$ cat config.mk
export PLATFORM = sky130hd
export DESIGN_NAME = regdiv_clock
export DESIGN_NICKNAME = d
export VERILOG_FILES = /design/src/rtl/regdiv_pkg.sv /design/src/rtl/regdiv_decode.sv /design/src/rtl/regdiv_ctrl.sv /design/src/rtl/regdiv_gen.sv /design/src/rtl/regdiv_clock.sv
export SDC_FILE = /design/constraint.sdc
export NUM_CORES = 1
export LEC_CHECK = 0
export BUFFER_PORTS_ARGS = -buffer_cell sky130_fd_sc_hd__buf_2
export CORE_MARGIN = 10
export CORE_UTILIZATION = 47
export CTS_CLUSTER_DIAMETER = 80
export DETAILED_ROUTE_END_ITERATION = 16
export PLACE_DENSITY = 0.77
export SLEW_MARGIN = 20
export SYNTH_ARGS = -nofsm -noshare
export SYNTH_HDL_FRONTEND = slang
export SYNTH_SLANG_ARGS = --single-unit
$ cat constraint.sdc
create_clock -name clk -period 2.3 [get_ports clk]
set_input_delay 0.46 -clock clk [delete_from_list [all_inputs] [get_ports clk]]
set_output_delay 0.46 -clock clk [all_outputs]
set_load 0.01 [all_outputs]
$ cat src/rtl/regdiv_pkg.sv
package regdiv_pkg;
  typedef enum logic [1:0] {
    ENC_PLUS1  = 2'd0,
    ENC_DIRECT = 2'd1,
    ENC_POW2   = 2'd2,
    ENC_TABLE  = 2'd3
  } enc_mode_e;
endpackage

$ cat src/rtl/regdiv_decode.sv
module regdiv_decode #(
  parameter int REG_W     = 32,
  parameter int FLD_W     = 3,
  parameter int FLD_SHIFT = 0,
  parameter int DIV_W     = 8,
  parameter int ENC_MODE  = 0,
  parameter int MIN_DIV   = 1,
  parameter int MAX_DIV   = 127,
  parameter logic [(2**FLD_W)*DIV_W-1:0] DIV_TABLE = '0
) (
  input  logic [REG_W-1:0] word,
  output logic [DIV_W-1:0] div,
  output logic             ok
);
  import regdiv_pkg::*;
  localparam int EXT_W = DIV_W + 1;

  logic [FLD_W-1:0] fld;
  logic [EXT_W-1:0] raw;
  logic             code_ok;

  assign fld = word[FLD_SHIFT +: FLD_W];

  generate
    if (ENC_MODE == ENC_PLUS1) begin : g_plus1
      assign raw     = EXT_W'(fld) + EXT_W'(1);
      assign code_ok = 1'b1;
    end else if (ENC_MODE == ENC_DIRECT) begin : g_direct
      assign raw     = EXT_W'(fld);
      assign code_ok = (fld != '0);
    end else if (ENC_MODE == ENC_POW2) begin : g_pow2
      assign raw     = EXT_W'(1) << fld;
      assign code_ok = (int'(fld) < DIV_W);
    end else begin : g_table
      assign raw     = EXT_W'(DIV_TABLE[int'(fld)*DIV_W +: DIV_W]);
      assign code_ok = (raw != '0);
    end
  endgenerate

  always_comb begin
    ok  = code_ok && (int'(raw) >= MIN_DIV) && (int'(raw) <= MAX_DIV);
    div = raw[DIV_W-1:0];
  end
endmodule

$ cat src/rtl/regdiv_ctrl.sv
module regdiv_ctrl #(
  parameter int REG_W    = 32,
  parameter int DIV_W    = 8,
  parameter int AI_SHIFT = 0,
  parameter bit AI_INV   = 1'b0,
  parameter int RST_DIV  = 1
) (
  input  logic             clk,
  input  logic             rst,
  input  logic             wr_en,
  input  logic [REG_W-1:0] wr_data,
  input  logic [DIV_W-1:0] dec_div,
  input  logic             dec_ok,
  output logic [DIV_W-1:0] pend_div,
  output logic             bad_q,
  output logic             ai_q
);
  always_ff @(posedge clk) begin
    if (rst) begin
      pend_div <= DIV_W'(RST_DIV);
      bad_q    <= 1'b0;
      ai_q     <= 1'b0;
    end else if (wr_en) begin
      ai_q <= wr_data[AI_SHIFT] ^ AI_INV;
      if (dec_ok) begin
        pend_div <= dec_div;
        bad_q    <= 1'b0;
      end else begin
        bad_q    <= 1'b1;
      end
    end
  end
endmodule

$ cat src/rtl/regdiv_gen.sv
module regdiv_gen #(
  parameter int DIV_W   = 8,
  parameter int RST_DIV = 1
) (
  input  logic             clk,
  input  logic             rst,
  input  logic [DIV_W-1:0] pend_div,
  output logic [DIV_W-1:0] cur_div,
  output logic [DIV_W-1:0] cnt_q,
  output logic             byp_q,
  output logic             clk_out
);
  logic             out_q;
  logic             at_end;
  logic [DIV_W-1:0] cnt_nx;

  assign cnt_nx = cnt_q + DIV_W'(1);
  assign at_end = byp_q || (cnt_nx == cur_div);

  always_ff @(posedge clk) begin
    if (rst) begin
      cur_div <= DIV_W'(RST_DIV);
      cnt_q   <= '0;
      byp_q   <= (RST_DIV == 1);
      out_q   <= (RST_DIV != 1);
    end else if (at_end) begin
      cur_div <= pend_div;
      cnt_q   <= '0;
      byp_q   <= (pend_div == DIV_W'(1));
      out_q   <= (pend_div != DIV_W'(1));
    end else begin
      cnt_q   <= cnt_nx;
      out_q   <= (cnt_nx < (cur_div >> 1));
    end
  end

  assign clk_out = byp_q ? clk : out_q;
endmodule

$ cat src/rtl/regdiv_clock.sv
module regdiv_clock #(
  parameter int REG_W     = 32,
  parameter int FLD_W     = 3,
  parameter int FLD_SHIFT = 8,
  parameter int DIV_W     = 8,
  parameter int ENC_MODE  = 0,
  parameter int MIN_DIV   = 1,
  parameter int MAX_DIV   = 6,
  parameter int AI_SHIFT  = 0,
  parameter bit AI_INV    = 1'b0,
  parameter int RST_DIV   = 1,
  parameter logic [(2**FLD_W)*DIV_W-1:0] DIV_TABLE = '0
) (
  input  logic             clk,
  input  logic             rst,
  input  logic             wr_en,
  input  logic [REG_W-1:0] wr_data,
  output logic             clk_out,
  output logic             bad_prog,
  output logic             autoidle_en
);
  logic [DIV_W-1:0] dec_div;
  logic             dec_ok;
  logic [DIV_W-1:0] pend_div;
  logic [DIV_W-1:0] cur_div;
  logic [DIV_W-1:0] cnt_q;
  logic             byp_q;

  regdiv_decode #(
    .REG_W(REG_W), .FLD_W(FLD_W), .FLD_SHIFT(FLD_SHIFT), .DIV_W(DIV_W),
    .ENC_MODE(ENC_MODE), .MIN_DIV(MIN_DIV), .MAX_DIV(MAX_DIV),
    .DIV_TABLE(DIV_TABLE)
  ) u_dec (
    .word(wr_data), .div(dec_div), .ok(dec_ok)
  );

  regdiv_ctrl #(
    .REG_W(REG_W), .DIV_W(DIV_W), .AI_SHIFT(AI_SHIFT), .AI_INV(AI_INV),
    .RST_DIV(RST_DIV)
  ) u_ctrl (
    .clk(clk), .rst(rst), .wr_en(wr_en), .wr_data(wr_data),
    .dec_div(dec_div), .dec_ok(dec_ok), .pend_div(pend_div),
    .bad_q(bad_prog), .ai_q(autoidle_en)
  );

  regdiv_gen #(
    .DIV_W(DIV_W), .RST_DIV(RST_DIV)
  ) u_gen (
    .clk(clk), .rst(rst), .pend_div(pend_div), .cur_div(cur_div),
    .cnt_q(cnt_q), .byp_q(byp_q), .clk_out(clk_out)
  );
endmodule

-- After elaboration in Yosys (flattened, before gate mapping)
Index checks and enable logic that the tools add are counted.
- bits in registers: 28
- input port bits: 35
- output and inout port bits: 3
- logic and storage cells: 22
- add/sub/neg operators: 2
- order comparisons: 3
- equality and inequality tests: 3
- mux-type cells: 3
- reduce and logical (&&, ||, !) cells: 4
- operators with widths (operator ; count):
    9-bit by 1-bit >= comparator with 1-bit output, second input constant ; 1
    9-bit by 3-bit less-or-equal comparator with 1-bit output, second input constant ; 1
    8-bit by 1-bit adder with 8-bit output, second input constant ; 1
    8-bit by 1-bit == test with 1-bit output, second input constant ; 1
    8-bit == test ; 1
    8-bit by 7-bit < comparator with 1-bit output ; 1
    8-bit by 1-bit != test with 1-bit output, second input constant ; 1
    3-bit by 1-bit adder with 4-bit output, second input constant ; 1
    1-bit 2-to-1 mux ; 3
    2-bit AND reduction ; 1
    2-bit OR reduction ; 1
    1-bit logical AND ; 1
    1-bit logical OR ; 1

-- Longest topological paths before layout
- depth after elaboration: 4
- mapped depth: 8

-- By module
From an unflattened synthesis, not the netlist that was laid out.
- cells, all modules: 184
- area, all modules: 1727.9 um^2
- modules (own cells, without submodules) (module ; instances ; cells an instance ; area an instance (um^2) ; seq. area each (um^2)):
    regdiv_gen ; 1 ; 125 ; 1152.4 ; 360.3
    regdiv_ctrl ; 1 ; 43 ; 434.2 ; 200.2
    regdiv_decode ; 1 ; 16 ; 141.4 ; 0.0

==> flow_metrics.tcl <==
set metrics [dict create \
    grt_busiest_layer "met2" \
    synth_largest_area_cell "dfxtp_1" \
    cp_cell_sequence "clkbuf_4, clkbuf_4, mux2_2, buf_2" \
    powerDensity_nw_per_um2 676 \
    start_util 0.504 \
    synth_ff_type "dfxtp_1" \
    synth.most_common_cell "dfxtp_1" \
    layout-drive-gt1-share 0.195 \
    critPathMaxStageDelay_ps 240 \
    grt_pass1_vias 807 \
    ctsHoldBuffers 0 \
    path_common_cell "clkbuf_4" \
    required_ps 1840 \
    grt_max_degree 22 \
    placed_cell_area_sq_um 1060 \
    cp_num_buf_inv 3 \
    core_sq_um 2000 \
    worst-endpoint-arrival_ps 1760 \
    hp-class "input port to register" \
    drt-initial-drc-count 16 \
    cpMaxStageDelayCell "mux2_2" \
    via_per_inst 5.10 \
    dp.cells 138 \
    cts.repair.resized 0 \
    clk_latency_ps 410 \
    endpoint_kind "primary output" \
    drt-pass1-iter-count 2 \
    die_w_microns 66.3 \
    wl_per_cell_microns 12.5 \
    power_uw 756 \
    synth-edff-count 0 \
    num_vias 740 \
    dp_hpwl_microns 1350 \
    yosys_warnings 0 \
    die-area_sq_um 4400 \
    io_pins 38 \
    stdcell_area_sq_um 1120 \
    critical_path_class "clock port to primary output" \
    synth_top_cell_area_share 0.397 \
    leakage_nw 0.462 \
    grt_use_total 0.0958 \
    peakVddDrop_mv 0.478 \
    instances_no_fill 145 \
    use_met1 0.0929 \
    report.final.slew_viol_count 0 \
    path_delay_family "buffers and inverters" \
    setup_viol 0 \
    port_buffers 9 \
    seq_area_frac_synth 0.397 \
    synth.avg_cell_area_sq_um 9.51 \
    synth_area_sq_um 1010 \
    use_met2 0.158 \
    syn_nets 145 \
    fin_skew_ps 2.37 \
    synthArstFlopShare 0 \
    rows 16 \
    synth_cell_types 35 \
    chipHeight_microns 66.3 \
    antenna_found_initial 0 \
    critPathMaxFanout 2 \
    syn2layout_area_growth_pct 10.9 \
    clk_pin_slew_worst_paths_ps 110 \
    rsz0062_at_grt "no" \
    post-cts-setup-buffer-count 0 \
    routed_wirelength_microns 1810 \
    cp_num_cells 4 \
    synth_seq_cells 20 \
    cap_viol_max_count 0 \
    synthTopCellsByCount "dfxtp_1 (20), nor2_1 (10), nand2b_1 (8)" \
    n_antenna_cell 0 \
    hold_viol_final 0 \
    drc_errors 0 \
    place_congestion 0.837 \
    max_slew.worst_pin.slew_ps 619 \
    final_nets 158 \
    syn_inst 106 \
    hold_depth 2 \
    status "finished, final reports clean" \
    hold_ws_ps 306 \
    grt_util_met3 0.0525 \
    reg2reg_depth 6 \
    cts_tree "built" \
    grt_pass1_wl_microns 3240 \
    startpoint_type "clock port" \
    ant_nets 0 \
    slew_headroom 0.582 \
    synthTopCellsByArea "dfxtp_1 (40%), mux2i_1 (6.0%), ha_1 (5.0%)" \
    setup_tns_ps 0 \
    overflow 0 \
]
-- routing by layer --
metal | part of all wire | up-vias
met5 | 0 | -
li1 | - | 387
met2 | 0.49 | 13
met1 | 0.45 | 338
met3 | 0.041 | 2
met4 | 0.013 | 0
-- flip-flops by register name (all words and copies together) (netlist names) --
register / cells
u_gen.byp_q: 1
u_ctrl.ai_q: 1
u_gen.out_q: 1
u_gen.cnt_q: 8
u_gen.cur_div: 4
u_ctrl.pend_div: 4
u_ctrl.bad_q: 1
-- where the power goes --
part	internal [mW]	switching, mW
clock	0.176	0.140
sequential	0.359	0.0109
combinational	0.0367	0.0337
-- cell families (layout without fill, tap and decap cells) --
group / count (synthesis) / in the layout / synth area share
adder cells (fa/ha/maj): 4 / 4 / 0.0496
flip-flops: 20 / 20 / 0.397
buffers and inverters: 9 / 21 / 0.0459
multiplexers: 8 / 8 / 0.0856
AND/OR/NAND/NOR: 42 / 42 / 0.223
AO/OA/AOI/OAI: 13 / 13 / 0.0906
XOR/XNOR: 10 / 10 / 0.108
-- worst paths after layout --
check	to	startpoint	slack (ps)
worst min register to register	u_ctrl.pend_div[2]$_SDFFE_PP0P_	u_ctrl.pend_div[2]$_SDFFE_PP0P_	480
worst max-delay path	clk_out	clk	80
worst min-delay path	u_ctrl.pend_div[3]$_SDFFE_PP0P_	wr_en	310
worst max register to register	u_gen.cnt_q[3]$_SDFF_PP0_	u_gen.cnt_q[0]$_SDFF_PP0_	160
-- stage by stage --
stage          utilization  setup WS (ps)
6_report             0.559           79.9
5_1_grt              0.559           13.3
4_1_cts              0.559           67.9
3_5_place_dp         0.529            175
3_3_place_gp         0.529            256
2_1_floorplan            -            346
-- cells in the final DEF (no fill, tap or decap), types with 4 or more instances in the layout --
cell type,netlist,routed
a21oi_1,4,4
buf_2,1,9
clkbuf_4,0,6
dfxtp_1,20,20
ha_1,4,4
inv_1,5,5
mux2i_1,6,6
nand2_1,5,5
nand2b_1,8,8
nand3_1,6,6
nor2_1,10,10
nor3_1,5,5
xor2_1,5,5
-- cell type report --
| cell class | instances | area (sq um) |
|---|---|---|
| Clock buffer | 8 | 63.8 |
| Fill cell | 191 | 883 |
| Inverter | 5 | 18.8 |
| Multi-Input combinational cell | 77 | 562 |
| Sequential cell | 20 | 400 |
| Tap cell | 27 | 33.8 |
| Timing Repair Buffer | 8 | 40.0 |
Note: power is estimated with default switching activity, not from simulation.
